--- src/rtl/ppi_sel_pkg.sv ---
package ppi_sel_pkg;

  localparam int PRIO_W   = 8;
  localparam int OUT_ID_W = 10;
  localparam int GRP_W    = 2;
  localparam int N_GRP_EN = 3;

  localparam logic [OUT_ID_W-1:0] NO_ID   = '1;
  localparam logic [PRIO_W-1:0]   NO_PRIO = '1;
  localparam logic [GRP_W-1:0]    GRP_RSV = 2'd3;

  typedef struct packed {
    logic                vld;
    logic [PRIO_W-1:0]   prio;
    logic [OUT_ID_W-1:0] id;
    logic [GRP_W-1:0]    grp;
  } cand_t;

  localparam cand_t CAND_IDLE = '{vld: 1'b0, prio: NO_PRIO, id: NO_ID, grp: '0};

endpackage

--- src/rtl/ppi_state_bank.sv ---
module ppi_state_bank #(
  parameter int N_IRQ = 32
) (
  input  logic                     clk,
  input  logic                     rst_n,
  input  logic [N_IRQ-1:0]         set_pend,
  input  logic                     ack_vld,
  input  logic [$clog2(N_IRQ)-1:0] ack_id,
  input  logic                     deact_vld,
  input  logic [$clog2(N_IRQ)-1:0] deact_id,
  output logic [N_IRQ-1:0]         pend_q,
  output logic [N_IRQ-1:0]         act_q,
  output logic [N_IRQ-1:0]         pend_d,
  output logic [N_IRQ-1:0]         act_d
);

  logic [N_IRQ-1:0] ack_mask;
  logic [N_IRQ-1:0] deact_mask;
  logic             st_en;

  always_comb begin
    ack_mask   = ack_vld   ? (N_IRQ'(1) << ack_id)   : '0;
    deact_mask = deact_vld ? (N_IRQ'(1) << deact_id) : '0;
    pend_d     = (pend_q & ~ack_mask) | set_pend;
    act_d      = (act_q & ~deact_mask) | ack_mask;
    st_en      = (|set_pend) | ack_vld | deact_vld;
  end

  always_ff @(posedge clk or negedge rst_n) begin
    if (!rst_n) begin
      pend_q <= '0;
      act_q  <= '0;
    end else if (st_en) begin
      pend_q <= pend_d;
      act_q  <= act_d;
    end
  end

  // acknowledge moves the interrupt from pending to active
  a_r7_ack_moves: assert property (@(posedge clk) disable iff (!rst_n)
    (ack_vld && !set_pend[ack_id]) |=> (!pend_q[$past(ack_id)] && act_q[$past(ack_id)]));

  // deactivate clears active and leaves pending untouched
  a_r8_deact_clears: assert property (@(posedge clk) disable iff (!rst_n)
    (deact_vld && !(ack_vld && ack_id == deact_id) && !set_pend[deact_id])
    |=> (!act_q[$past(deact_id)] && pend_q[$past(deact_id)] == $past(pend_q[deact_id])));

  // a pending bit only drops when acknowledged
  a_r10_pend_hold: assert property (@(posedge clk) disable iff (!rst_n)
    1'b1 |=> ((~pend_q & $past(pend_q) & ~$past(ack_mask)) == '0));

endmodule

--- src/rtl/ppi_cand_reduce.sv ---
module ppi_cand_reduce #(
  parameter int M = 8
) (
  input  ppi_sel_pkg::cand_t c_in [M],
  output ppi_sel_pkg::cand_t c_out
);

  // Inputs arrive in ascending ID order; a strict compare keeps the lower ID on ties.
  always_comb begin
    c_out = c_in[0];
    for (int i = 1; i < M; i++) begin
      if (c_in[i].vld && (!c_out.vld || c_in[i].prio < c_out.prio)) begin
        c_out = c_in[i];
      end
    end
  end

endmodule

--- src/rtl/ppi_hppi_select.sv ---
module ppi_hppi_select #(
  parameter int N_IRQ = 32,
  parameter int LEAF  = 8
) (
  input  logic                     clk,
  input  logic                     rst_n,
  input  logic [N_IRQ-1:0]         set_pend,
  input  logic [N_IRQ-1:0]         irq_en,
  input  logic [8*N_IRQ-1:0]       irq_prio,
  input  logic [2*N_IRQ-1:0]       irq_grp,
  input  logic [2:0]               grp_en,
  input  logic                     ack_vld,
  input  logic [$clog2(N_IRQ)-1:0] ack_id,
  input  logic                     deact_vld,
  input  logic [$clog2(N_IRQ)-1:0] deact_id,
  input  logic [$clog2(N_IRQ)-1:0] qry_id,
  output logic [1:0]               qry_state,
  output logic                     hp_valid,
  output logic [9:0]               hp_id,
  output logic [7:0]               hp_prio,
  output logic [1:0]               hp_grp
);
  import ppi_sel_pkg::*;

  localparam int N_BLK = N_IRQ / LEAF;

  logic [N_IRQ-1:0] pend_q, act_q, pend_d, act_d;
  logic [N_IRQ-1:0] elig;
  cand_t            leaf_c [N_IRQ];
  cand_t            s1_d   [N_BLK];
  cand_t            s1_q   [N_BLK];
  cand_t            s2_d;
  cand_t            out_q;
  logic             any_elig;

  ppi_state_bank #(.N_IRQ(N_IRQ)) u_bank (
    .clk      (clk),
    .rst_n    (rst_n),
    .set_pend (set_pend),
    .ack_vld  (ack_vld),
    .ack_id   (ack_id),
    .deact_vld(deact_vld),
    .deact_id (deact_id),
    .pend_q   (pend_q),
    .act_q    (act_q),
    .pend_d   (pend_d),
    .act_d    (act_d)
  );

  // Leaf candidates built from next-state so all inputs of one edge line up
  always_comb begin
    for (int i = 0; i < N_IRQ; i++) begin
      logic [GRP_W-1:0] g;
      logic             g_ok;
      g       = irq_grp[GRP_W*i +: GRP_W];
      g_ok    = (g != GRP_RSV) && grp_en[g];
      elig[i] = pend_d[i] && irq_en[i] && !act_d[i] && g_ok;
      if (elig[i]) begin
        leaf_c[i] = '{vld: 1'b1, prio: irq_prio[PRIO_W*i +: PRIO_W],
                      id: OUT_ID_W'(i), grp: g};
      end else begin
        leaf_c[i] = CAND_IDLE;
      end
    end
    any_elig = |elig;
  end

  // Stage 1: one reducer per block of LEAF interrupts
  for (genvar b = 0; b < N_BLK; b++) begin : g_blk
    cand_t blk_in [LEAF];
    for (genvar k = 0; k < LEAF; k++) begin : g_leaf
      assign blk_in[k] = leaf_c[b*LEAF + k];
    end
    ppi_cand_reduce #(.M(LEAF)) u_red (
      .c_in (blk_in),
      .c_out(s1_d[b])
    );
  end

  always_ff @(posedge clk or negedge rst_n) begin
    if (!rst_n) begin
      for (int b = 0; b < N_BLK; b++) s1_q[b] <= CAND_IDLE;
    end else begin
      for (int b = 0; b < N_BLK; b++) s1_q[b] <= s1_d[b];
    end
  end

  // Stage 2: reduce block winners in ascending block order
  ppi_cand_reduce #(.M(N_BLK)) u_red_top (
    .c_in (s1_q),
    .c_out(s2_d)
  );

  always_ff @(posedge clk or negedge rst_n) begin
    if (!rst_n) out_q <= CAND_IDLE;
    else        out_q <= s2_d;
  end

  assign hp_valid  = out_q.vld;
  assign hp_id     = out_q.id;
  assign hp_prio   = out_q.prio;
  assign hp_grp    = out_q.grp;
  assign qry_state = {act_q[qry_id], pend_q[qry_id]};

  // Cycles since reset, used only to qualify the latency check
  logic [1:0] warm_q;
  always_ff @(posedge clk or negedge rst_n) begin
    if (!rst_n)               warm_q <= '0;
    else if (warm_q != 2'd3)  warm_q <= warm_q + 2'd1;
  end

  // idle encoding whenever nothing is selected
  a_r5_idle_code: assert property (@(posedge clk) disable iff (!rst_n)
    !hp_valid |-> (hp_id == NO_ID && hp_prio == NO_PRIO && hp_grp == '0));

  // valid flag follows eligibility two edges later
  a_r6_latency: assert property (@(posedge clk) disable iff (!rst_n)
    (warm_q >= 2'd2) |-> (hp_valid == $past(any_elig, 2)));

  // a valid selection is a real interrupt ID with a usable group
  a_r2_valid_range: assert property (@(posedge clk) disable iff (!rst_n)
    hp_valid |-> (hp_id < N_IRQ && hp_grp != GRP_RSV));

endmodule

--- config.mk ---
export PLATFORM = sky130hd
export DESIGN_NAME = ppi_hppi_select
export DESIGN_NICKNAME = d
export VERILOG_FILES = /design/src/rtl/ppi_sel_pkg.sv /design/src/rtl/ppi_state_bank.sv /design/src/rtl/ppi_cand_reduce.sv /design/src/rtl/ppi_hppi_select.sv
export SDC_FILE = /design/constraint.sdc
export NUM_CORES = 1
export LEC_CHECK = 0
export BUFFER_PORTS_ARGS = -buffer_cell sky130_fd_sc_hd__buf_4
export CORE_ASPECT_RATIO = 0.6
export CORE_MARGIN = 5
export CORE_UTILIZATION = 54
export CTS_BUF_LIST = sky130_fd_sc_hd__clkbuf_4 sky130_fd_sc_hd__clkbuf_8
export CTS_CLUSTER_SIZE = 28
export DETAILED_ROUTE_END_ITERATION = 8
export GPL_TIMING_DRIVEN = 0
export PLACE_DENSITY_LB_ADDON = 0.12
export REMOVE_ABC_BUFFERS = 1
export SLEW_MARGIN = 20
export SYNTH_ARGS = -nofsm -noshare
export SYNTH_HDL_FRONTEND = slang
export SYNTH_HIERARCHICAL = 1
export SYNTH_SLANG_ARGS = --single-unit
--- constraint.sdc ---
create_clock -name clk -period 14.8 [get_ports clk]
set_clock_uncertainty 0.15 [all_clocks]
set_input_delay 0.74 -clock clk [delete_from_list [all_inputs] [get_ports clk]]
set_output_delay 0.74 -clock clk [all_outputs]
set_load 0.01 [all_outputs]
; ---- After elaboration in Yosys (flattened, before gate mapping)
; Index checks and enable logic that the tools add are counted.
[word_totals]
reg_bits = 169
out_inout_bits = 23
input_bits = 406
wordCells = 515
[op_classes]
mux = 133
bitwise = 8
shift = 2
n_eq_ne = 32
order_cmp = 64
n_reduce_logical = 254
[op_table]
columns = op, n
row1 = $mux W21, 63
row2 = $lt A8 B8 Y1, 31
row3 = $logic_and A1 B1 Y1, 159
row4 = $lt A2 B3 Y1 const B, 32
row5 = $and A32 B32 Y32, 2
row6 = $bmux W1 S2, 32
row7 = $mux W32, 2
row8 = $ne A2 B2 Y1 const B, 32
row9 = $not A32 Y32, 2
row10 = $or A32 B32 Y32, 2
row11 = $shl A1 B5 Y32 const A, 2
row12 = $logic_not A1 Y1, 63
row13 = $mux W1, 34
row14 = $reduce_or A32 Y1, 1
row15 = $logic_or A1 B1 Y1, 31
row16 = $bmux W1 S5, 2
row17 = $lt A5 B6 Y1 const B, 1
row18 = $or A1 B1 Y1, 2

; ---- Logic depth before layout (Yosys ltp)
; Gate-level depths: netlist of the first run.
[depth]
depth_word = 37
depth_mapped = 88
depth_no_buf = 79

; ---- Hierarchy
; The synthesis of the first run kept the hierarchy.
[by_module_without_submodules]
columns = module, seq_area_each_um2, n_inst, area_per_inst_um2, cells_each
row1 = ppi_hppi_select, 2740.1, 1, 6751.5, 790
row2 = ppi_cand_reduce (g_blk[0].u_red ...), 0.0, 2, 3230.6, 451
row3 = ppi_cand_reduce (g_blk[3].u_red), 0.0, 1, 3463.3, 468
row4 = ppi_cand_reduce (g_blk[2].u_red), 0.0, 1, 3203.1, 428
row5 = ppi_state_bank, 1601.5, 1, 2952.8, 296
row6 = ppi_cand_reduce (u_red_top), 0.0, 1, 1323.8, 155

; ---- Least setup slack after synthesis of the first run
; OpenSTA, ideal clock, no wires.
[synth_timing]
path_kind = in2reg
start = input deact_id[1]
end = register, netlist name s1_q[0]
path_buffers = 9
cell_stages = 84
arrival_ns = 15.380
t_required_ns = 14.525
setup_slack_ns = -0.855
setup_ns = 0.125
cell_sequence = clkbuf_1 nand2b_1 o31ai_1 nand2_1 nor2_1 o21ai_2 or2_1 ha_1 a21oi_1 o211ai_1 o21ba_2 nor2_1 mux2i_1 ha_1 o21ai_0 nor2_1 nand3_1 nor3_1 [48 not listed] nand2_1 nor3b_1 o21ai_0 a21o_1 o211a_1 buf_6 buf_6 mux2i_1 ha_1 a21o_1 a21oi_1 nor2b_1 nor3b_1 o21ai_0 o21ai_0 a31oi_1 buf_4 mux2_4
[synth_rtl]
columns = item, line_no
row1 = from (decl), ppi_hppi_select.sv:15  ; input logic [$clog2(N_IRQ)-1:0] deact_id,

==> results of run 1 <==
## critical path, delay by kind of cell
family | cells | cell delay, ns
AO/OA/AOI/OAI | 22 | 4.37
adder cells (fa/ha/maj) | 7 | 2.03
buffers and inverters | 11 | 1.46
multiplexers | 5 | 1.52
AND/OR/NAND/NOR | 23 | 4.66
## cells in the final DEF (no fill, tap or decap), drive strengths merged, types with 9 or more instances in the layout
cell type and instances:
o21a 17, conb 80, and3 9, a21o 119, inv 249, nor2b 23
nor4 35, or2 267, nand2b 66, diode 9, a31oi 14, a21oi 187
o211ai 18, ha 189, a22oi 19, dfrtp 79, nand3 37, o21ai 244
a211oi 18, buf 608, nand4 20, nand2 364, o31ai 13, or3 12
mux2 202, clkbuf 21, dfstp 90, nor2 183, and2 41, o22ai 10
o2111ai 13, mux2i 246, o21bai 11, nor3 28, maj3 20
## cells by family (layout without fill, tap and decap cells)
logic type | count (synthesis) | in the layout
XOR/XNOR | 8 | 8
other | 1 | 89
AND/OR/NAND/NOR | 1140 | 1140
adder cells (fa/ha/maj) | 209 | 209
multiplexers | 442 | 448
buffers and inverters | 342 | 884
flip-flops | 169 | 169
AO/OA/AOI/OAI | 728 | 750
## sequential cells by signal, summed over array words and instances (netlist names)
| name | cells |
|---|---|
| hp_id | 10 |
| hp_prio | 8 |
| s1_q | 84 |
| hp_grp | 2 |
| u_bank/act_q | 32 |
| hp_valid | 1 |
| u_bank/pend_q | 32 |
## repair_timing
item,4_1_cts,5_1_grt
endpoints found under the setup margin,80,80
gates cloned,20,9
pin swaps,32,71
gates resized for setup,87,171
setup buffers,59,114
## power breakdown
group / switching, W / internal (W) / leakage, nW
combinational: 0.000977 / 0.000844 / 13.3
sequential: 0.0000601 / 0.000622 / 1.81
clock: 0.000182 / 0.000163 / 0.205
## metal layers
layer | up-vias | global-route usage (%) | part of all wire [%]
li1 | 12100 | - | -
met1 | 12300 | 47.9 | 45
met2 | 1245 | 50.3 | 43
met3 | 154 | 5.99 | 8.9
met4 | 2 | 9.42 | 2.8
met5 | - | 0 | 0.014
## worst max path at each step
stage               depth (start not counted)  slack, ns        start       end
finish                                     68       0.18  deact_id[4]  s1_q[43]
global route                               83      -0.27  deact_id[2]   s1_q[0]
CTS                                        81      0.006    ack_id[3]   s1_q[0]
detailed placement                         79      -3.76  deact_id[1]   s1_q[0]
global placement                           72      -6.58  deact_id[1]  s1_q[10]
floorplan                                  71      -3.04  deact_id[1]  s1_q[10]
## stage by stage
| stage | power [W] | cell area (um2) |
|---|---|---|
| after floorplan | 0.00174 | 23900 |
| after global placement | 0.00218 | 27800 |
| after detailed placement | 0.00225 | 28100 |
| after CTS | 0.00269 | 29600 |
| after global routing | 0.00301 | 31300 |
| final | 0.00285 | 31300 |
## area by class of cell
type                    count  share of cell area, %
inverters                 243                   2.91
well taps                 589                   2.35
diodes                      9                 0.0719
clock inverters            12                  0.436
clock buffers              20                  0.859
flip-flops and latches    169                   13.9
repair buffers            609                   15.0
multi-input cells        2635                   64.5
==> impl_metrics.yaml, run 1 <==
placed_design:
  hpwl_mm: 65.7
  preCtsSetupSlack_ns: -3.76
  io_buffers: 428
  place_inst: 4043
  gp_congestion: 0.939
global_routing:
  grt_max_degree: 97
  grt_pass1_vias: 24400
  grt_pass1_wl_mm: 132
  grt_overflow: 0
  grt.total_usage_pct: 33.0
  antenna_found_initial: 9
timing:
  setup_viol: 0
  finalMaxSlewViolations: 0
  timing.final.ws_setup_ns: 0.180
  fin_crit_ns: 14.62
  worst_pin_slew_ns: 1.10
  fin_hold_ws_ns: 0.0660
  setup_tns_ns: 0
  hold_viol_final: 0
  fmax_ghz: 0.0684
  slew_headroom_pct: 26.8
  layout_worst_path_cycle_share_pct: 98.8
final_layout:
  layout.cells.non_filler: 4286
  multi_input_area_mm2: 0.0202
  final_util_pct: 70.3
  fin_nets: 4270
  drive_above_1_share_pct: 33.2
  area_growth_pct: 29.6
  fillers: 3641
  final-seq-area_mm2: 0.00434
yosys:
  synthFlopType: "dfstp_2"
  synth_commonest_cells: "364 x nand2_1, 260 x or2_1, 237 x mux2i_1, 212 x inv_1, 189 x ha_1"
  async_flop_share_pct: 100
  syn_area_mm2: 0.0242
  synth-simple-area-share_pct: 24.5
  synth_seq_cells: 169
  synth_top_family_by_area: "simple AND/OR/NAND/NOR gates"
  yosys_warnings: 6
  netlist_top_cells_area: "mux2i_1 9.8%, dfstp_2 9.8%, ha_1 9.8%"
  syn_avg_cell_area_um2: 7.95
  yosysTopAreaCell: "mux2i_1"
  syn_inst: 3039
  yosysMostFrequentCell: "nand2_1"
  muxShareOfSynthArea_pct: 20.1
  synth-edff-count: 0
  synth_cell_types: 112
  synth_fa_ha_area_share_pct: 10.6
  yosysTopAreaCellShare_pct: 9.82
  synth_compound_area_share_pct: 20.2
  yosysSeqAreaShare_pct: 18.0
  synth-xor-area-share_pct: 0.321
clock_tree:
  cts_root_buf: "clkbuf_8"
  hold_buffers: 0
  cts_buffers: 17
  cts_buffer_depth: 2
  clkSlewWorstSetupHoldPaths_ns: 0.10
  clk_latency_ns: 0.47
  cts_tree: "done"
  h-tree-depth: 4
  clock-sinks: 169
floorplan:
  coreArea_mm2: 0.0445
  die_area_mm2: 0.0492
  die_h_um: 174
  die_w_um: 283
  start_util_pct: 54.3
  fp-row-count: 60
  pin_count: 429
worst_setup_path:
  required_ns: 15.01
  worstSetupPathType: "in2reg"
  crit_path_max_incr_delay_ns: 0.47
  worst_setup_path_end_kind: "flop"
  r2r_start: "u_bank/pend_q[9]"
  path_common_cell: "ha_1"
  critPathMaxFanout: 10
  crit_slowest_cell: "or3_4"
  critPathArrivalTime_ns: 14.83
  startpoint_type: "input pin"
  r2r_end: "s1_q[43]"
  r2r_cells: 66
  reg2reg_slack_ns: 0.61
power:
  p_leak_nw: 15.3
  pwr_density_cell_mw_per_mm2: 91.0
  peakVddDrop_mv: 0.123
drt:
  antenna_left: 0
  drt-wirelength-per-cell_um: 21.0
  vias: 25800
  vias_per_cell: 6.01
  drt-initial-drc-count: 2576
  routed_wl_mm: 90.0
  drc_errors: 0
  drt_first_pass_iters: 6
run_status:
  status: "completed"
hold_path:
  hold_class: "in2async"
job:
  maxCapViolCount: 0
Note: power is estimated with default switching activity, not from simulation.
==> run 2: changes to the inputs <==
--- a/config.mk
+++ b/config.mk
@@ -5,13 +5,13 @@
 export SDC_FILE = /design/constraint.sdc
 export NUM_CORES = 1
 export LEC_CHECK = 0
-export BUFFER_PORTS_ARGS = -buffer_cell sky130_fd_sc_hd__buf_4
 export CORE_ASPECT_RATIO = 0.6
 export CORE_MARGIN = 5
-export CORE_UTILIZATION = 54
+export CORE_UTILIZATION = 59
 export CTS_BUF_LIST = sky130_fd_sc_hd__clkbuf_4 sky130_fd_sc_hd__clkbuf_8
 export CTS_CLUSTER_SIZE = 28
 export DETAILED_ROUTE_END_ITERATION = 8
+export DONT_BUFFER_PORTS = 1
 export GPL_TIMING_DRIVEN = 0
 export PLACE_DENSITY_LB_ADDON = 0.12
 export REMOVE_ABC_BUFFERS = 1
==> impl_metrics.yaml, run 2 (synthesized netlist as in run 1, its figures left out) <==
timing:
  setup_viol: 0
  rsz0062_at_grt: "yes"
  fmax_ghz: 0.0685
  setup_tns_ns: 0
  finalMaxSlewViolations: 0
  worst_pin_slew_ns: 1.10
  slew_headroom_pct: 26.5
  layout_worst_path_cycle_share_pct: 98.7
  hold_viol_final: 0
  timing.final.ws_setup_ns: 0.194
  fin_crit_ns: 14.61
drt:
  drc_errors: 2
  routed_wl_mm: 85.7
  drt_first_pass_iters: 8
  antenna_left: 0
  vias: 24000
  vias_per_cell: 6.36
  drt-initial-drc-count: 2576
  drt-wirelength-per-cell_um: 22.7
final_layout:
  finalInstanceArea_mm2: 0.0277
  drive_above_1_share_pct: 23.1
  final_util_pct: 68.5
  final_cell_mix: "351 x nand2_1, 249 x or2_1, 220 x mux2i_1, 210 x inv_1, 181 x ha_1"
  final_common_cell: "nand2_1"
  largest-register: "s1_q"
  largest_reg_flops: 84
  fin_nets: 3817
  reg_top3: "s1_q: 84 flops, u_bank/act_q: 32 flops, u_bank/pend_q: 32 flops"
  area_growth_pct: 14.7
power:
  power_frac_seq_pct: 26.1
  pwr_density_cell_mw_per_mm2: 97.1
  share_comb_of_total_power_pct: 60.4
  power.internal_w: 0.00154
  p_switching_w: 0.00115
  peakVddDrop_mv: 0.113
  swShare_pct: 42.7
  p_clk_share_pct: 13.5
  p_total_w: 0.00269
  p_leak_nw: 13.1
worst_setup_path:
  worst_setup_path_end_kind: "flop"
  r2r_end: "s1_q[18]"
  r2r_start: "u_bank/pend_q[25]"
  critPathArrivalTime_ns: 14.86
  critPathMaxFanout: 8
  worstSetupPathType: "in2reg"
  reg2reg_slack_ns: 0.47
  crit_buf_inv: 9
  startpoint_type: "input pin"
  crit_path_max_incr_delay_ns: 0.36
  r2r_cells: 80
  cp_top_family: "compound AO/OA/AOI/OAI gates"
  path_common_cell: "a21o_1"
  cp.depth: 82
  required_ns: 15.05
  crit_slowest_cell: "a211o_2"
clock_tree:
  clk_latency_ns: 0.48
  cts_buffers: 17
  cts_buffer_depth: 2
  cts_root_buf: "clkbuf_8"
  h-tree-depth: 4
  cts_tree: "done"
  clkSlewWorstSetupHoldPaths_ns: 0.09
  clock-sinks: 169
floorplan:
  die_h_um: 167
  coreArea_mm2: 0.0404
  pin_count: 429
  die_w_um: 271
  fp-row-count: 57
  die_area_mm2: 0.0452
  start_util_pct: 59.7
global_routing:
  grt_overflow: 0
  grt.total_usage_pct: 34.6
  grt_pass1_vias: 22400
  grt_max_degree: 106
  grt_pass1_wl_mm: 126
  antenna_found_initial: 14
hold_path:
  hold_class: "in2async"
placed_design:
  io_buffers: 0
  placed_area_mm2: 0.0248
  preCtsSetupSlack_ns: -3.54
  hpwl_mm: 62.8
  gp_congestion: 0.945
job:
  maxCapViolCount: 0
run_status:
  violations: "DRC"
  status: "finished with violations"
run 2: cell types whose count changed in the layout (fill, tap and decap cells not counted), moves of 3 or more:
cell	change
a21oi_2	-8
buf_4	-453
o21ai_0	+6
a21oi_1	+7
ha_2	-3
buf_6	-3
mux2i_2	+3
mux2i_1	+5
mux2i_4	-9
nor2_2	-3
run 2: cell type report:
type,instances,area (um2)
inverter,243,912
clock buffer,20,263
timing repair buffer,157,1360
antenna,11,27.5
sequential,169,4340
tap,531,664
fill,3313,12700
multi-input combinational,2634,20000
clock inverter,12,168
run 2: power groups by stage:
stage	combinational (W)	clock, W	sequential, W
global route	0.00175	0.000392	0.000709
global placement	0.00133	0	0.000704
detailed placement	0.00140	0	0.000703
CTS	0.00149	0.000370	0.000699
finish	0.00162	0.000363	0.000701
floorplan	0.00108	0	0.000666
run 2: timing repair:
item	4_1_cts	5_1_grt
setup buffers	46	101
gates resized for setup	59	155
cloned	19	9
setup endpoints to repair	80	80
hold buffers	2	0
hold endpoints to repair	105	0
pin swaps	22	70
run 2: through the flow:
step                      hold slack (ns)  std cells
after CTS                          0.0466       3656
after global placement              0.301       3550
final                              0.0309       3777
after global routing               0.0583       3776
after detailed placement            0.303       3557
after floorplan                     0.277       3019
run 2: layer usage:
metal,wire length [um],track usage (%)
met1,38700,50.9
met2,36100,51.8
met3,8150,7.16
met4,2700,8.99
met5,44,0
run 2: worst max path at each step:
stage	startpoint	end
5_1_grt	ack_vld	s1_q[18]
3_3_place_gp	deact_id[1]	s1_q[10]
6_report	ack_vld	s1_q[18]
4_1_cts	deact_id[1]	s1_q[1]
2_1_floorplan	deact_id[1]	s1_q[10]
3_5_place_dp	deact_id[1]	s1_q[1]
run 2: worst reg2reg max path, delay by kind of cell, from the launching register on:
kind	cells	cell delay (ns)
adders and majority gates	7	1.85
AOI/OAI and AO/OA	40	6.80
DFF	1	0.39
muxes	5	1.10
buffers and inverters	9	1.16
and+or+nand+nor	19	2.81
